--- config.mk ---
export PLATFORM = sky130hd
export DESIGN_NAME = adc_seq_ctrl
export DESIGN_NICKNAME = d
export VERILOG_FILES = /design/src/rtl/adc_seq_pkg.sv /design/src/rtl/adc_seq_pick.sv /design/src/rtl/adc_seq_fmt.sv /design/src/rtl/adc_seq_cmd.sv /design/src/rtl/adc_seq_ctrl.sv
export SDC_FILE = /design/constraint.sdc
export NUM_CORES = 1
export LEC_CHECK = 0
export ABC_AREA = 1
export BUFFER_PORTS_ARGS = -buffer_cell sky130_fd_sc_hd__buf_2
export CORE_ASPECT_RATIO = 1.1
export CORE_MARGIN = 1.5
export CORE_UTILIZATION = 35
export DETAILED_ROUTE_END_ITERATION = 7
export GPL_TIMING_DRIVEN = 0
export SYNTH_ARGS = -nofsm -noshare
export SYNTH_HDL_FRONTEND = slang
export SYNTH_SLANG_ARGS = --single-unit
--- constraint.sdc ---
create_clock -name clk -period 4 [get_ports clk]
set_clock_uncertainty 0.1 [all_clocks]
set_input_delay 0.6 -clock clk [delete_from_list [all_inputs] [get_ports clk]]
set_output_delay 0.6 -clock clk [all_outputs]
set_load 0.005 [all_outputs]
--- src/rtl/adc_seq_pkg.sv ---
package adc_seq_pkg;
  typedef enum logic [2:0] {
    ST_OFF  = 3'd0,
    ST_WAKE = 3'd1,
    ST_IDLE = 3'd2,
    ST_CONV = 3'd3,
    ST_SHUT = 3'd4
  } seq_state_t;

  localparam int A_STAT = 0;
  localparam int A_CTRL = 1;
  localparam int A_CFG  = 2;
  localparam int A_MASK = 3;
  localparam int A_DATA = 4;

  // STAT fields
  localparam int B_RDY = 0;
  localparam int B_EOC = 1;
  localparam int B_EOS = 2;
  localparam int B_OVR = 3;
  // CTRL fields
  localparam int B_EN   = 0;
  localparam int B_DIS  = 1;
  localparam int B_GO   = 2;
  localparam int B_HALT = 3;
  // CFG fields
  localparam int B_RES0 = 0;
  localparam int B_LEFT = 2;
  localparam int B_CONT = 3;
  localparam int B_STEP = 4;
endpackage

--- src/rtl/adc_seq_pick.sv ---
module adc_seq_pick #(
  parameter int NUM_CH = 18,
  parameter int CH_W   = 5
) (
  input  logic [NUM_CH-1:0] mask,
  input  logic [CH_W-1:0]   from,
  output logic [CH_W-1:0]   idx,
  output logic              last
);
  // lowest selected channel at or above the cursor
  always_comb begin
    idx = '0;
    for (int i = NUM_CH - 1; i >= 0; i--) begin
      if (mask[i] && (i >= int'(from))) idx = CH_W'(i);
    end
  end

  // no selected channel above the picked one
  always_comb begin
    last = 1'b1;
    for (int i = 0; i < NUM_CH; i++) begin
      if (mask[i] && (i > int'(idx))) last = 1'b0;
    end
  end
endmodule

--- src/rtl/adc_seq_fmt.sv ---
module adc_seq_fmt #(
  parameter int RAW_W  = 12,
  parameter int DATA_W = 16
) (
  input  logic [RAW_W-1:0]  raw,
  input  logic [1:0]        res,
  input  logic              left,
  output logic [DATA_W-1:0] out
);
  localparam int PAD = DATA_W - RAW_W;

  logic [4:0]        drop;
  logic [DATA_W-1:0] ext;
  logic [DATA_W-1:0] kept;

  always_comb begin
    drop = {2'b00, res, 1'b0};
    ext  = DATA_W'(raw);
    kept = ext >> drop;
    out  = left ? (kept << (5'(PAD) + drop)) : kept;
  end
endmodule

--- src/rtl/adc_seq_cmd.sv ---
module adc_seq_cmd
  import adc_seq_pkg::*;
#(
  parameter int CH_W      = 5,
  parameter int READY_DLY = 4,
  parameter int OFF_DLY   = 2
) (
  input  logic            clk,
  input  logic            rst,
  input  logic            ctrl_wr,
  input  logic            req_en,
  input  logic            req_dis,
  input  logic            req_go,
  input  logic            req_halt,
  input  logic            mode_cont,
  input  logic            mode_step,
  input  logic            mask_any,
  input  logic            cur_rst,
  input  logic [CH_W-1:0] pick_idx,
  input  logic            pick_last,
  input  logic            core_done,
  output seq_state_t      state,
  output logic            en,
  output logic            dis,
  output logic            go,
  output logic            halt,
  output logic            core_start,
  output logic [CH_W-1:0] core_chan,
  output logic [CH_W-1:0] cursor,
  output logic            done_evt,
  output logic            eos_evt,
  output logic            ready_evt
);
  localparam int CNT_MAX = (READY_DLY > OFF_DLY) ? READY_DLY : OFF_DLY;
  localparam int CNT_W   = $clog2(CNT_MAX + 1);

  logic [CNT_W-1:0] cnt;
  logic en_acc, dis_acc, go_acc, halt_acc, idle_go;

  always_comb begin
    en_acc    = ctrl_wr && req_en && (state == ST_OFF);
    dis_acc   = ctrl_wr && req_dis && en && !dis && !go &&
                ((state == ST_IDLE) || (state == ST_WAKE));
    go_acc    = ctrl_wr && req_go && (state == ST_IDLE) && !go && !dis_acc;
    halt_acc  = ctrl_wr && req_halt && go && !halt;
    idle_go   = (state == ST_IDLE) && go && !halt;
    done_evt  = (state == ST_CONV) && core_done;
    eos_evt   = (idle_go && !mask_any) || (done_evt && pick_last);
    ready_evt = (state == ST_WAKE) && !dis_acc && (cnt == CNT_W'(READY_DLY - 1));
  end

  always_ff @(posedge clk) begin
    if (rst) begin
      state      <= ST_OFF;
      en         <= 1'b0;
      dis        <= 1'b0;
      go         <= 1'b0;
      halt       <= 1'b0;
      core_start <= 1'b0;
      core_chan  <= '0;
      cursor     <= '0;
      cnt        <= '0;
    end else begin
      core_start <= 1'b0;
      if (halt_acc) halt <= 1'b1;
      if (cur_rst) cursor <= '0;
      case (state)
        ST_OFF: begin
          if (en_acc) begin
            en    <= 1'b1;
            state <= ST_WAKE;
            cnt   <= '0;
          end
        end
        ST_WAKE: begin
          if (dis_acc) begin
            dis   <= 1'b1;
            state <= ST_SHUT;
            cnt   <= '0;
          end else if (ready_evt) begin
            state <= ST_IDLE;
            cnt   <= '0;
          end else begin
            cnt <= cnt + 1'b1;
          end
        end
        ST_IDLE: begin
          if (dis_acc) begin
            dis   <= 1'b1;
            state <= ST_SHUT;
            cnt   <= '0;
          end else if (go_acc) begin
            go <= 1'b1;
          end else if (go && halt) begin
            go     <= 1'b0;
            halt   <= 1'b0;
            cursor <= '0;
          end else if (go) begin
            if (!mask_any) begin
              go   <= 1'b0;
              halt <= 1'b0;
            end else begin
              state      <= ST_CONV;
              core_start <= 1'b1;
              core_chan  <= pick_idx;
            end
          end
        end
        ST_CONV: begin
          if (core_done) begin
            state  <= ST_IDLE;
            cursor <= pick_last ? '0 : pick_idx + 1'b1;
            if (halt) begin
              go     <= 1'b0;
              halt   <= 1'b0;
              cursor <= '0;
            end else if (mode_step || (!mode_cont && pick_last)) begin
              go   <= 1'b0;
              halt <= 1'b0;
            end
          end
        end
        ST_SHUT: begin
          if (cnt == CNT_W'(OFF_DLY - 1)) begin
            state <= ST_OFF;
            en    <= 1'b0;
            dis   <= 1'b0;
            cnt   <= '0;
          end else begin
            cnt <= cnt + 1'b1;
          end
        end
        default: state <= ST_OFF;
      endcase
    end
  end
endmodule

--- src/rtl/adc_seq_ctrl.sv ---
module adc_seq_ctrl
  import adc_seq_pkg::*;
#(
  parameter int NUM_CH    = 18,
  parameter int RAW_W     = 12,
  parameter int DATA_W    = 16,
  parameter int ADDR_W    = 3,
  parameter int REG_W     = 32,
  parameter int READY_DLY = 4,
  parameter int OFF_DLY   = 2,
  parameter int CH_W      = $clog2(NUM_CH)
) (
  input  logic              clk,
  input  logic              rst,
  input  logic              wr_en,
  input  logic              rd_en,
  input  logic [ADDR_W-1:0] addr,
  input  logic [REG_W-1:0]  wdata,
  output logic [REG_W-1:0]  rdata,
  output logic [CH_W-1:0]   core_chan,
  output logic              core_start,
  input  logic              core_done,
  input  logic [RAW_W-1:0]  core_result
);
  logic [1:0]        cfg_res;
  logic              cfg_left, cfg_cont, cfg_step;
  logic [NUM_CH-1:0] mask_q;
  logic [DATA_W-1:0] data_q, fmt_out;
  logic              fl_rdy, fl_eoc, fl_eos, fl_ovr;

  seq_state_t        seq_state;
  logic              en, dis, go, halt;
  logic [CH_W-1:0]   cursor, pick_idx;
  logic              pick_last, done_evt, eos_evt, ready_evt;

  logic ctrl_wr, stat_wr, cfg_ok, mask_ok, data_rd;
  logic [REG_W-1:0] rd_mux;
  logic unused_wbits;

  assign unused_wbits = ^wdata[REG_W-1:NUM_CH];

  always_comb begin
    ctrl_wr = wr_en && (addr == ADDR_W'(A_CTRL));
    stat_wr = wr_en && (addr == ADDR_W'(A_STAT));
    cfg_ok  = wr_en && (addr == ADDR_W'(A_CFG)) && !go &&
              !(wdata[B_CONT] && wdata[B_STEP]);
    mask_ok = wr_en && (addr == ADDR_W'(A_MASK)) && !go;
    data_rd = rd_en && (addr == ADDR_W'(A_DATA));
  end

  adc_seq_pick #(.NUM_CH(NUM_CH), .CH_W(CH_W)) u_pick (
    .mask (mask_q),
    .from (cursor),
    .idx  (pick_idx),
    .last (pick_last)
  );

  adc_seq_fmt #(.RAW_W(RAW_W), .DATA_W(DATA_W)) u_fmt (
    .raw  (core_result),
    .res  (cfg_res),
    .left (cfg_left),
    .out  (fmt_out)
  );

  adc_seq_cmd #(.CH_W(CH_W), .READY_DLY(READY_DLY), .OFF_DLY(OFF_DLY)) u_cmd (
    .clk        (clk),
    .rst        (rst),
    .ctrl_wr    (ctrl_wr),
    .req_en     (wdata[B_EN]),
    .req_dis    (wdata[B_DIS]),
    .req_go     (wdata[B_GO]),
    .req_halt   (wdata[B_HALT]),
    .mode_cont  (cfg_cont),
    .mode_step  (cfg_step),
    .mask_any   (|mask_q),
    .cur_rst    (cfg_ok || mask_ok),
    .pick_idx   (pick_idx),
    .pick_last  (pick_last),
    .core_done  (core_done),
    .state      (seq_state),
    .en         (en),
    .dis        (dis),
    .go         (go),
    .halt       (halt),
    .core_start (core_start),
    .core_chan  (core_chan),
    .cursor     (cursor),
    .done_evt   (done_evt),
    .eos_evt    (eos_evt),
    .ready_evt  (ready_evt)
  );

  // configuration and channel set
  always_ff @(posedge clk) begin
    if (rst) begin
      cfg_res  <= '0;
      cfg_left <= 1'b0;
      cfg_cont <= 1'b0;
      cfg_step <= 1'b0;
      mask_q   <= '0;
    end else begin
      if (cfg_ok) begin
        cfg_res  <= wdata[B_RES0 +: 2];
        cfg_left <= wdata[B_LEFT];
        cfg_cont <= wdata[B_CONT];
        cfg_step <= wdata[B_STEP];
      end
      if (mask_ok) mask_q <= wdata[NUM_CH-1:0];
    end
  end

  // status flags: a hardware set beats a clear in the same cycle
  always_ff @(posedge clk) begin
    if (rst) begin
      fl_rdy <= 1'b0;
      fl_eoc <= 1'b0;
      fl_eos <= 1'b0;
      fl_ovr <= 1'b0;
      data_q <= '0;
    end else begin
      if (ready_evt)                         fl_rdy <= 1'b1;
      else if (stat_wr && wdata[B_RDY])      fl_rdy <= 1'b0;

      if (done_evt)                          fl_eoc <= 1'b1;
      else if ((stat_wr && wdata[B_EOC]) || data_rd) fl_eoc <= 1'b0;

      if (eos_evt)                           fl_eos <= 1'b1;
      else if (stat_wr && wdata[B_EOS])      fl_eos <= 1'b0;

      if (done_evt && fl_eoc)                fl_ovr <= 1'b1;
      else if (stat_wr && wdata[B_OVR])      fl_ovr <= 1'b0;

      if (done_evt) data_q <= fmt_out;
    end
  end

  always_comb begin
    rd_mux = '0;
    case (addr)
      ADDR_W'(A_STAT): begin
        rd_mux[B_RDY] = fl_rdy;
        rd_mux[B_EOC] = fl_eoc;
        rd_mux[B_EOS] = fl_eos;
        rd_mux[B_OVR] = fl_ovr;
      end
      ADDR_W'(A_CTRL): begin
        rd_mux[B_EN]   = en;
        rd_mux[B_DIS]  = dis;
        rd_mux[B_GO]   = go;
        rd_mux[B_HALT] = halt;
      end
      ADDR_W'(A_CFG): begin
        rd_mux[B_RES0 +: 2] = cfg_res;
        rd_mux[B_LEFT]      = cfg_left;
        rd_mux[B_CONT]      = cfg_cont;
        rd_mux[B_STEP]      = cfg_step;
      end
      ADDR_W'(A_MASK): rd_mux[NUM_CH-1:0] = mask_q;
      ADDR_W'(A_DATA): rd_mux[DATA_W-1:0] = data_q;
      default: rd_mux = '0;
    endcase
  end

  always_ff @(posedge clk) begin
    if (rst)        rdata <= '0;
    else if (rd_en) rdata <= rd_mux;
  end
endmodule

-- Word level (Yosys, flattened, before mapping)
Cells that the tools add are included.
- div/mod/pow operators: 0
- shifts and indexed selects: 2
- multipliers: 0
- equal/unequal tests: 22
- reduce and logical (&&, ||, !) cells: 103
- order comparisons: 35
- bitwise gates (word level): 4
- mux-type cells: 97
- add/subtract/negate cells: 3
- operators with widths (operator ; number):
    two-way mux 5 bit ; 25
    logical AND 1 bit ; 72
    two-way mux 1 bit ; 45
    two-way mux 3 bit ; 15
    greater-or-equal comparator 4 x 5 -> 1 bit, first input constant ; 8
    greater-than comparator 4 x 5 -> 1 bit, first input constant ; 8
    case mux 11 bit (2 select lines) ; 1
    greater-or-equal comparator 3 x 5 -> 1 bit, first input constant ; 4
    greater-than comparator 3 x 5 -> 1 bit, first input constant ; 4
    case mux 4 bit (5 select lines) ; 1
    OR reduction 18 bit ; 1
    two-way mux 16 bit ; 1
    << shifter 16 x 5 -> 16 bit ; 1
    >> shifter 12 x 3 -> 16 bit ; 1
    == test 3 x 2 -> 1 bit, second input constant ; 5
    case mux 3 bit (5 select lines) ; 1
    nonzero test 2 bit ; 7
    inequality test 3 x 2 -> 1 bit, second input constant ; 4
    case mux 3 bit (4 select lines) ; 1
    greater-or-equal comparator 1 x 5 -> 1 bit, first input constant ; 2
    greater-or-equal comparator 2 x 5 -> 1 bit, first input constant ; 2
    greater-or-equal comparator 5 bit, first input constant ; 2
    greater-than comparator 2 x 5 -> 1 bit, first input constant ; 2
    greater-than comparator 5 bit, first input constant ; 2
    24 further kinds ; 51
- register bits: 82
- bits in writable memories: 0
- latch bits: 0
- bits of input ports: 52
- memories: 0
- ROM bits: 0

-- Depth between registers and ports, before layout
Gate-level depths: netlist of run 1.
- depth after elaboration: 45
- gate-level depth with buffers: 30
- mapped depth without buffers: 30

-- Cells and area by module
Synthesis of run 1 repeated with hierarchy kept, for this count alone.
- cell total of the unflattened synthesis: 785
- area total of the unflattened synthesis: 4983.5 µm²
- by module, submodules not included (module ; area each (µm²) ; times used ; cells an instance):
    adc_seq_ctrl ; 2663.8 ; 1 ; 357
    adc_seq_cmd ; 1137.3 ; 1 ; 163
    adc_seq_pick ; 742.0 ; 1 ; 165
    adc_seq_fmt ; 440.4 ; 1 ; 100

-- Worst setup path before layout of run 1
No wires, ideal clock.
- kind: register -> register
- from: register u_cmd.cursor[3]
- to: register u_cmd.go
- arrival: 2.693 ns
- data required time: 3.768 ns
- cell stages (with the launch flop): 30
- library setup time: 0.132 ns
- buffers on the path: 0
- path slack: 1.075 ns
- cells stage by stage: dfxtp_1 -> nor2_2 -> nand2_1 -> a21oi_1 -> nand2_1 -> nand2_1 -> nand2_1 -> nand2_1 -> nand2_1 -> nand2_1 -> nand3_1 -> nand2_1 -> nand2_1 -> nand2_1 -> nand2_1 -> nand2_2 -> nand2_2 -> inv_1 -> ha_1 -> nand2_1 -> nand3_1 -> o21ai_0 -> a21oi_1 -> nand3_1 -> nor2_2 -> nand3_1 -> nor2_2 -> nand3_1 -> nand3_1 -> a21oi_1
- cells in the longest elaborated chain, start to end: 43
- ends and longest elaborated chain (what ; RTL line ; source):
    from (decl) ; adc_seq_cmd.sv:29 ; output logic [CH_W-1:0] cursor,
    from (signal assigned) ; adc_seq_cmd.sv:112 ; cursor <= pick_last ? '0 : pick_idx + 1'b1;
    greater-or-equal comparator 5 bit ; adc_seq_pick.sv:14 ; if (mask[i] && (i >= int'(from))) idx = CH_W'(i);
    logical AND 1 bit ; adc_seq_pick.sv:14 ;
    two-way mux 5 bit (17 in a row) ; adc_seq_pick.sv:14 ;
    two-way mux 5 bit (*) ; adc_seq_pick.sv:14 ;
    named net pick_idx[0] ; adc_seq_ctrl.sv:33 ; logic [CH_W-1:0] cursor, pick_idx;
    greater-than comparator 1 x 5 -> 1 bit ; adc_seq_pick.sv:22 ; if (mask[i] && (i > int'(idx))) last = 1'b0;
    logical AND 1 bit ; adc_seq_pick.sv:22 ;
    two-way mux 1 bit (16 in a row) ; adc_seq_pick.sv:22 ;
    two-way mux 1 bit (*) ; adc_seq_pick.sv:22 ;
    logical AND 1 bit (*) ; adc_seq_cmd.sv:117 ; end else if (mode_step || (!mode_cont && pick_last)) begin
    logical OR 1 bit (*) ; adc_seq_cmd.sv:117 ;
    inequality test 3 x 2 -> 1 bit (no source line) (*) ; - ;
    AND reduction 4 bit (no source line) (*) ; - ;
    to (signal assigned) ; adc_seq_cmd.sv:100 ; go <= 1'b0;
    to (signal assigned) ; adc_seq_cmd.sv:114 ; go <= 1'b0;
    to (signal assigned) ; adc_seq_cmd.sv:118 ; go <= 1'b0;
    to (decl) ; adc_seq_cmd.sv:25 ; output logic go,
Mark *: on every way through the listed nets, which the timed path passes. The rest lies on a longest branch.
A chain may end at the register's enable or synchronous reset.

-- Worst setup path after layout of run 1
Same ends and word-level chain as after synthesis.

==> results of run 1 <==
==> cells in the mapped netlist, drive strengths merged (9+ instances only) <==
cell type	n	area (um^2)
nor2	86	365
a21oi	66	334
buf	15	110
nand2	181	707
nor3	16	95.1
o211ai	9	72.6
dfxtp	82	1640
nand3	51	260
a31oi	15	109
inv	92	348
clkbuf	28	105
o21ai	69	345
==> logic make-up (layout without fill, tap and decap cells) <==
group | Yosys count | in the layout | share of synthesized area
buffers and inverters | 137 | 212 | 0.116
AO/OA/AOI/OAI | 182 | 182 | 0.217
flip-flops | 82 | 82 | 0.333
XOR/XNOR | 1 | 1 | 0.00178
other | 1 | 14 | 0.000761
AND/OR/NAND/NOR | 352 | 352 | 0.315
multiplexers | 1 | 1 | 0.00203
adder cells (fa/ha/maj) | 6 | 6 | 0.0152
==> routing by layer <==
layer	vias up	global-route usage	wire (um)
met1	2349	0.284	7130
met5	-	0	0
met2	130	0.381	7700
met3	28	0.0299	590
li1	2665	-	-
met4	0	0.0782	391
==> sequential cells by signal, summed over array words and instances, names as in the netlist, 2 cells and up <==
signal / count
cfg_res: 2
data_q: 16
mask_q: 18
rdata: 18
u_cmd.cnt: 3
u_cmd.core_chan: 5
u_cmd.cursor: 5
u_cmd.state: 3
==> per-stage QoR <==
| step | instance area (um^2) | hold slack (ns) | total power, W |
|---|---|---|---|
| detailed placement | 5510 | 0.357 | 0.00142 |
| finish | 5840 | 0.366 | 0.00234 |
| CTS | 5840 | 0.368 | 0.00234 |
| global placement | 5510 | 0.353 | 0.00142 |
| global route | 5840 | 0.384 | 0.00246 |
| floorplan | 4980 | 0.334 | 0.00127 |
==> power by group <==
| part | internal, W | switching [W] |
|---|---|---|
| clock | 0.000561 | 0.000376 |
| combinational | 0.000169 | 0.000359 |
| sequential | 0.000847 | 0.0000298 |
==> final cells by class <==
cell class	count	area, um^2
clock buffer	9	225
clock inverter	7	109
timing repair buffer	59	295
fill	1508	7950
tap	188	235
multi-input combinational	556	2770
sequential	82	1640
inverter	94	355
buffer	43	215
==> worst min path at each step <==
stage | startpoint | end | slack (ns) | cells after the start
2_1_floorplan | cfg_step | cfg_step | 0.33 | 2
3_3_place_gp | data_q[11] | data_q[11] | 0.35 | 2
3_5_place_dp | rdata[1] | rdata[1] | 0.36 | 2
4_1_cts | rdata[1] | rdata[1] | 0.37 | 2
5_1_grt | u_cmd.cnt[2] | u_cmd.cnt[2] | 0.38 | 2
6_report | rdata[3] | rdata[3] | 0.37 | 2
==> worst max-delay path: cells and delay by family (launching register included) <==
kind | cells | cell delay (ns)
simple gates | 23 | 2.14
buf+inv | 1 | 0.10
fa+ha+maj | 1 | 0.16
flops | 1 | 0.39
compound gates | 4 | 0.45
==> results.md, run 1 <==
* Worst Setup EP: u_cmd.go
* Number of flops mapped to enable cells by yosys at 0
* Largest net degree at the start of global routing at 17
* FF-to-FF path depth at 29
* I/O pin total at 90
* CTS Buf Count at 9
* Critical path arrival at about 3.6 ns
* Crit-path max FO at 9
* CTS tree: done
* Worst slack at placement at about 0.55 ns
* Post-CTS Setup Inserts at 0
* CORE AREA at 13800 um^2
* Post-DR vias/cell at 4.98
* Measured slew at the worst slew-check pin at 0.824 ns
* Gates resized, CTS repair at 0
* Antenna Nets Post-Route at 0
* Final nets at 903
* Die area at 14800 um^2
* Most Frequent Cell on Critical Path: nand2_1
* Finished Core Util at 0.424
* CP max-delay cell: dfxtp_1
* Fmax at 0.288 GHz
* Total GRT Usage at 0.222
* Ant diodes at 0
* Gr ovfl total at 0
* Inst Count DP at between 1000 and 1500
* HPWL after detailed placement at approximately 12000 um
* Avg Inst Size Synth at 6.47 um^2
* Most common cell after layout, fill and taps aside: nand2_1
* Period utilization at 0.869
* First-pass GRT wire length at 25200 um
* Vias in the first global route at approximately 4800
* Leak at around 2.6 nW
* Setup TNS at 0 ns
* FF+latch count, synth at 82
* Critical Path RT at 4.11 ns
* FF-to-FF Start: u_cmd.cursor[3]
* Initial Utilization at 0.357
* Via count at just over 5000
* Std cell rows at 45
* Post-synth design cell area at ~5000 um^2
* Unrepaired setup endpoints after global routing: false
* Post-synthesis async set-or-reset flop share at 0
* Crit Path Class: flop to flop
* Outcome: finished, final reports clean
* Final Hold Viols at 0
* # port buffers at 59
* Final wirelength at 15800 um
* Die Y at 127 um
* Crit start category: flop
* Pre-antenna DRT Iters at 5
* Area Growth Syn to Fin at 18.5%
* Clk slew on worst S/H paths at 0.06 ns
* H-tree depth at 3
* Final WS setup at 0.525 ns
* Ys flop type: dfxtp_1
* R2r setup slk at 0.53 ns
* Antenna violations before repair at 0
* CP max stage delay at about 0.4 ns
* Max Buffers Root-to-Sink at 2
* Final Critical Period at 3.47 ns
* Drt wl/cell at between 15 and 20 um
* Root Buffer Master: clkbuf_16
* Worst setup EP type: flop
* Slew margin rel. at 0.446
* CP Launch Point: u_cmd.cursor[3]
* # setup viols final at 0
* Yosys cell types at 47
* Post-synthesis cell count at 762
* Worst-Skew Late Latency at 0.35 ns
* Sink Count at 82
* # Max-Cap Violations at 0
* Seq/Total Area, Yosys at 0.333
* Final Max Tran Viols at 0
* Most frequent cells in the layout: nand2_1, inv_1, dfxtp_1, nor2_1, o21ai_0
* Non-Filler Instances at between 1000 and 1500
* Worst min path class: flop to flop
* Placer Congestion at 0.926
* YS warnings at 0
* DR iter-0 viols at between 300 and 400
* FF-to-FF End: u_cmd.go
* Layout cells sized above 1 at 0.154
* PD cells at 401 nW/um^2
* VDD IR max at 0.221 mV
* Die width at roughly 120 um
* Remaining DRCs at 0
* # hold bufs at CTS at 0
Power figures use the tool's default switching activity.
==> run 2: changes to the inputs <==
Settings changed: ABC_AREA 1 to not set.
==> results.md, run 2 <==
* Finished Core Util at 0.427
* Fill cells at 1447
* Drt wl/cell at 17.6 um
* Sequential power share at 0.425
* Post-route cell area at 5910 um^2
* Delay-heaviest family, CP: compound AO/OA/AOI/OAI gates
* Most common cell after layout, fill and taps aside: dfxtp_1
* PD cells at 334 nW/um^2
* # Max-Cap Violations at 0
* Avg Inst Size Synth at around 7.9 um^2
* Final Critical Period at 3.86 ns
* HPWL after detailed placement at 12000 um
* Remaining DRCs at 0
* Antenna Nets Post-Route at 0
* CP max stage delay at approximately 0.4 ns
* Crit start category: flop
* Number of flops mapped to enable cells by yosys at 0
* Fmax at around 0.26 GHz
* Inst Count DP at 886
* Sw Pwr at approximately 0.00054 W
* Crit-path max FO at 8
* Final Hold Viols at 0
* Sink Count at 82
* Seq/Total Area, Yosys at 0.331
* Post-synth design cell area at 4960 um^2
* Clk slew on worst S/H paths at 0.06 ns
* Worst-Skew Late Latency at 0.34 ns
* Cell Chain, Critical Path: buf_4, o41ai_2, a2bb2oi_1, o211ai_1, a21boi_1, o31ai_4, ha_1, a31oi_1, o311ai_1, o21ai_1, a211oi_2, and4_4, nand4_4, o311a_1
* Via count at around 5100
* Area Growth Syn to Fin at 19.1%
* Internal power at 0.00143 W
* Max Buffers Root-to-Sink at 2
* Unrepaired setup endpoints after global routing: false
* Area leader, netlist: dfxtp_1
* YS warnings at 0
* CP max-delay cell: o41ai_2
* CTS tree: done
* Ys flop type: dfxtp_1
* Post-synthesis cell count at around 630
* Layout cells sized above 1 at 0.192
* Ant diodes at 0
* First-pass GRT wire length at about 25000 um
* Yosys cell types at around 90
* Hold slack at 0.381 ns
* Total GRT Usage at 0.219
* GR Util met2 at 0.356
* Comb power frac at 0.145
* Sequential Area at 1640 um^2
* Final wirelength at 16000 um
* Outcome: finished, final reports clean
* Die area at roughly 15000 um^2
* Non-Filler Instances at 908
* Leak at 2.31 nW
* VDD IR max at 0.174 mV
* Final nets at 773
* M1 GR Usage at 0.294
* Largest net degree at the start of global routing at 16
* # port buffers at 60
* CTS Buf Count at 9
* Post-DR vias/cell at 5.64
* Count leader, synth: dfxtp_1
* Critical Path RT at 4.12 ns
* Antenna violations before repair at 0
* Post-synthesis async set-or-reset flop share at 0
* Most frequent cells in the layout: dfxtp_1, nand2_1, nor2_1, buf_2, a21oi_1
* Switching part of the total at 0.276
* Clk network pwr share at 0.430
* Synth area leaders: dfxtp_1, nand2_1, a21oi_1, nor2_1, mux2i_1
* Final Max Tran Viols at 0
* Top cells by count, synth: dfxtp_1, nand2_1, nor2_1
* Die Y at ~130 um
* Setup TNS at 0 ns
* Initial Utilization at 0.358
* Placement Cell Area at 5540 um^2
* Measured slew at the worst slew-check pin at 0.706 ns
* Std cell rows at 45
* Die width at 117 um
* Slew margin rel. at 0.526
* Area of the multi-input gates at 3040 um^2
* Largest registers: mask_q: 18 flops, rdata: 18 flops, data_q: 16 flops
* Period utilization at 0.964
* Root Buffer Master: clkbuf_16
* FF+latch count, synth at just over 80
* Vias in the first global route at 4772
* Worst min path class: flop to flop
* Worst Path Buf+Inv at 1
* CORE AREA at 13900 um^2
* Crit Path Class: flop to flop
* GR Layer Usage met3 at 0.0307
* Gr ovfl total at 0
* I/O pin total at 90
* Critical path arrival at 3.98 ns
* H-tree depth at 3
* Worst setup EP type: flop
* Pre-antenna DRT Iters at 5
* Yosys top cell area share at 0.331
* DR iter-0 viols at 430
* Most used routing layer: met2
* Placer Congestion at 0.953
* # setup viols final at 0
[run 2: cell types whose count changed in the layout (fill, tap and decap cells not counted), moves of 8 or more]
cell | previous run | this run
o21ai_0 | 66 | 21
nand2_1 | 172 | 79
a222oi_1 | 0 | 11
a31oi_1 | 14 | 6
a22oi_1 | 2 | 10
mux2i_1 | 1 | 18
inv_2 | 9 | 0
inv_1 | 82 | 10
nor2b_1 | 0 | 16
nand3_1 | 50 | 22
[run 2: cell type report]
type                       instances  share of cell area
sequential                        82               0.278
tap                              188              0.0398
clock inverter                     6              0.0125
inverter                          11             0.00699
clock buffer                      10              0.0388
multi-input combinational        489               0.514
buffer                            56              0.0512
timing repair buffer              66              0.0584
[run 2: final timing paths]
kind	startpoint	end	slack, ns	cells past startpoint
setup / recovery	u_cmd.cursor[1]	u_cmd.halt	0.14	14
setup reg to reg	u_cmd.cursor[1]	u_cmd.halt	0.14	14
hold reg to reg	fl_rdy	fl_rdy	0.38	2
hold / removal	fl_rdy	fl_rdy	0.38	2
[run 2: through the flow]
step	setup slack, ns	total power (W)
4_1_cts	0.0631	0.00197
3_5_place_dp	-0.107	0.00112
2_1_floorplan	0.605	0.00103
3_3_place_gp	-0.0707	0.00112
6_report	0.143	0.00197
5_1_grt	0.0258	0.00205
[run 2: logic make-up (layout without fill, tap and decap cells)]
kind of cell,count (synthesis),in the layout,synth area share
multiplexers,21,21,0.0454
buffers and inverters,67,149,0.0689
flip-flops,82,82,0.331
XOR/XNOR,2,2,0.00353
other,1,14,0.000756
AO/OA/AOI/OAI,184,184,0.266
adder cells (fa/ha/maj),6,6,0.0151
AND/OR/NAND/NOR,262,262,0.269
[run 2: repair_timing]
item | 4_1_cts | 5_1_grt
setup buffers | 0 | 6
gates resized for setup | 1 | 3
cloned | 0 | 0
hold buffers | 0 | 0
endpoints found under the setup margin | 7 | 6
pin swaps | 0 | 2
[run 2: tightest hold or removal path, stage by stage, from the launching register on]
cell and delay [ns]:
dfxtp_1 0.32, nand2_1 0.06, a21oi_1 0.06
[run 2: metal layers]
| metal | up-vias | part of all wire | wire length, um |
|---|---|---|---|
| met2 | 206 | 0.47 | 7590 |
| met5 | - | 0 | 0 |
| met1 | 2432 | 0.44 | 7050 |
| met3 | 34 | 0.063 | 1000 |
| li1 | 2450 | - | - |
| met4 | 0 | 0.022 | 344 |
[run 2: power groups by stage]
stage	Combinational, W	Clock (W)	Sequential [W]
floorplan	0.000183	0	0.000850
global placement	0.000263	0	0.000857
detailed placement	0.000265	0	0.000857
CTS	0.000268	0.000864	0.000838
global route	0.000310	0.000898	0.000839
finish	0.000287	0.000848	0.000839
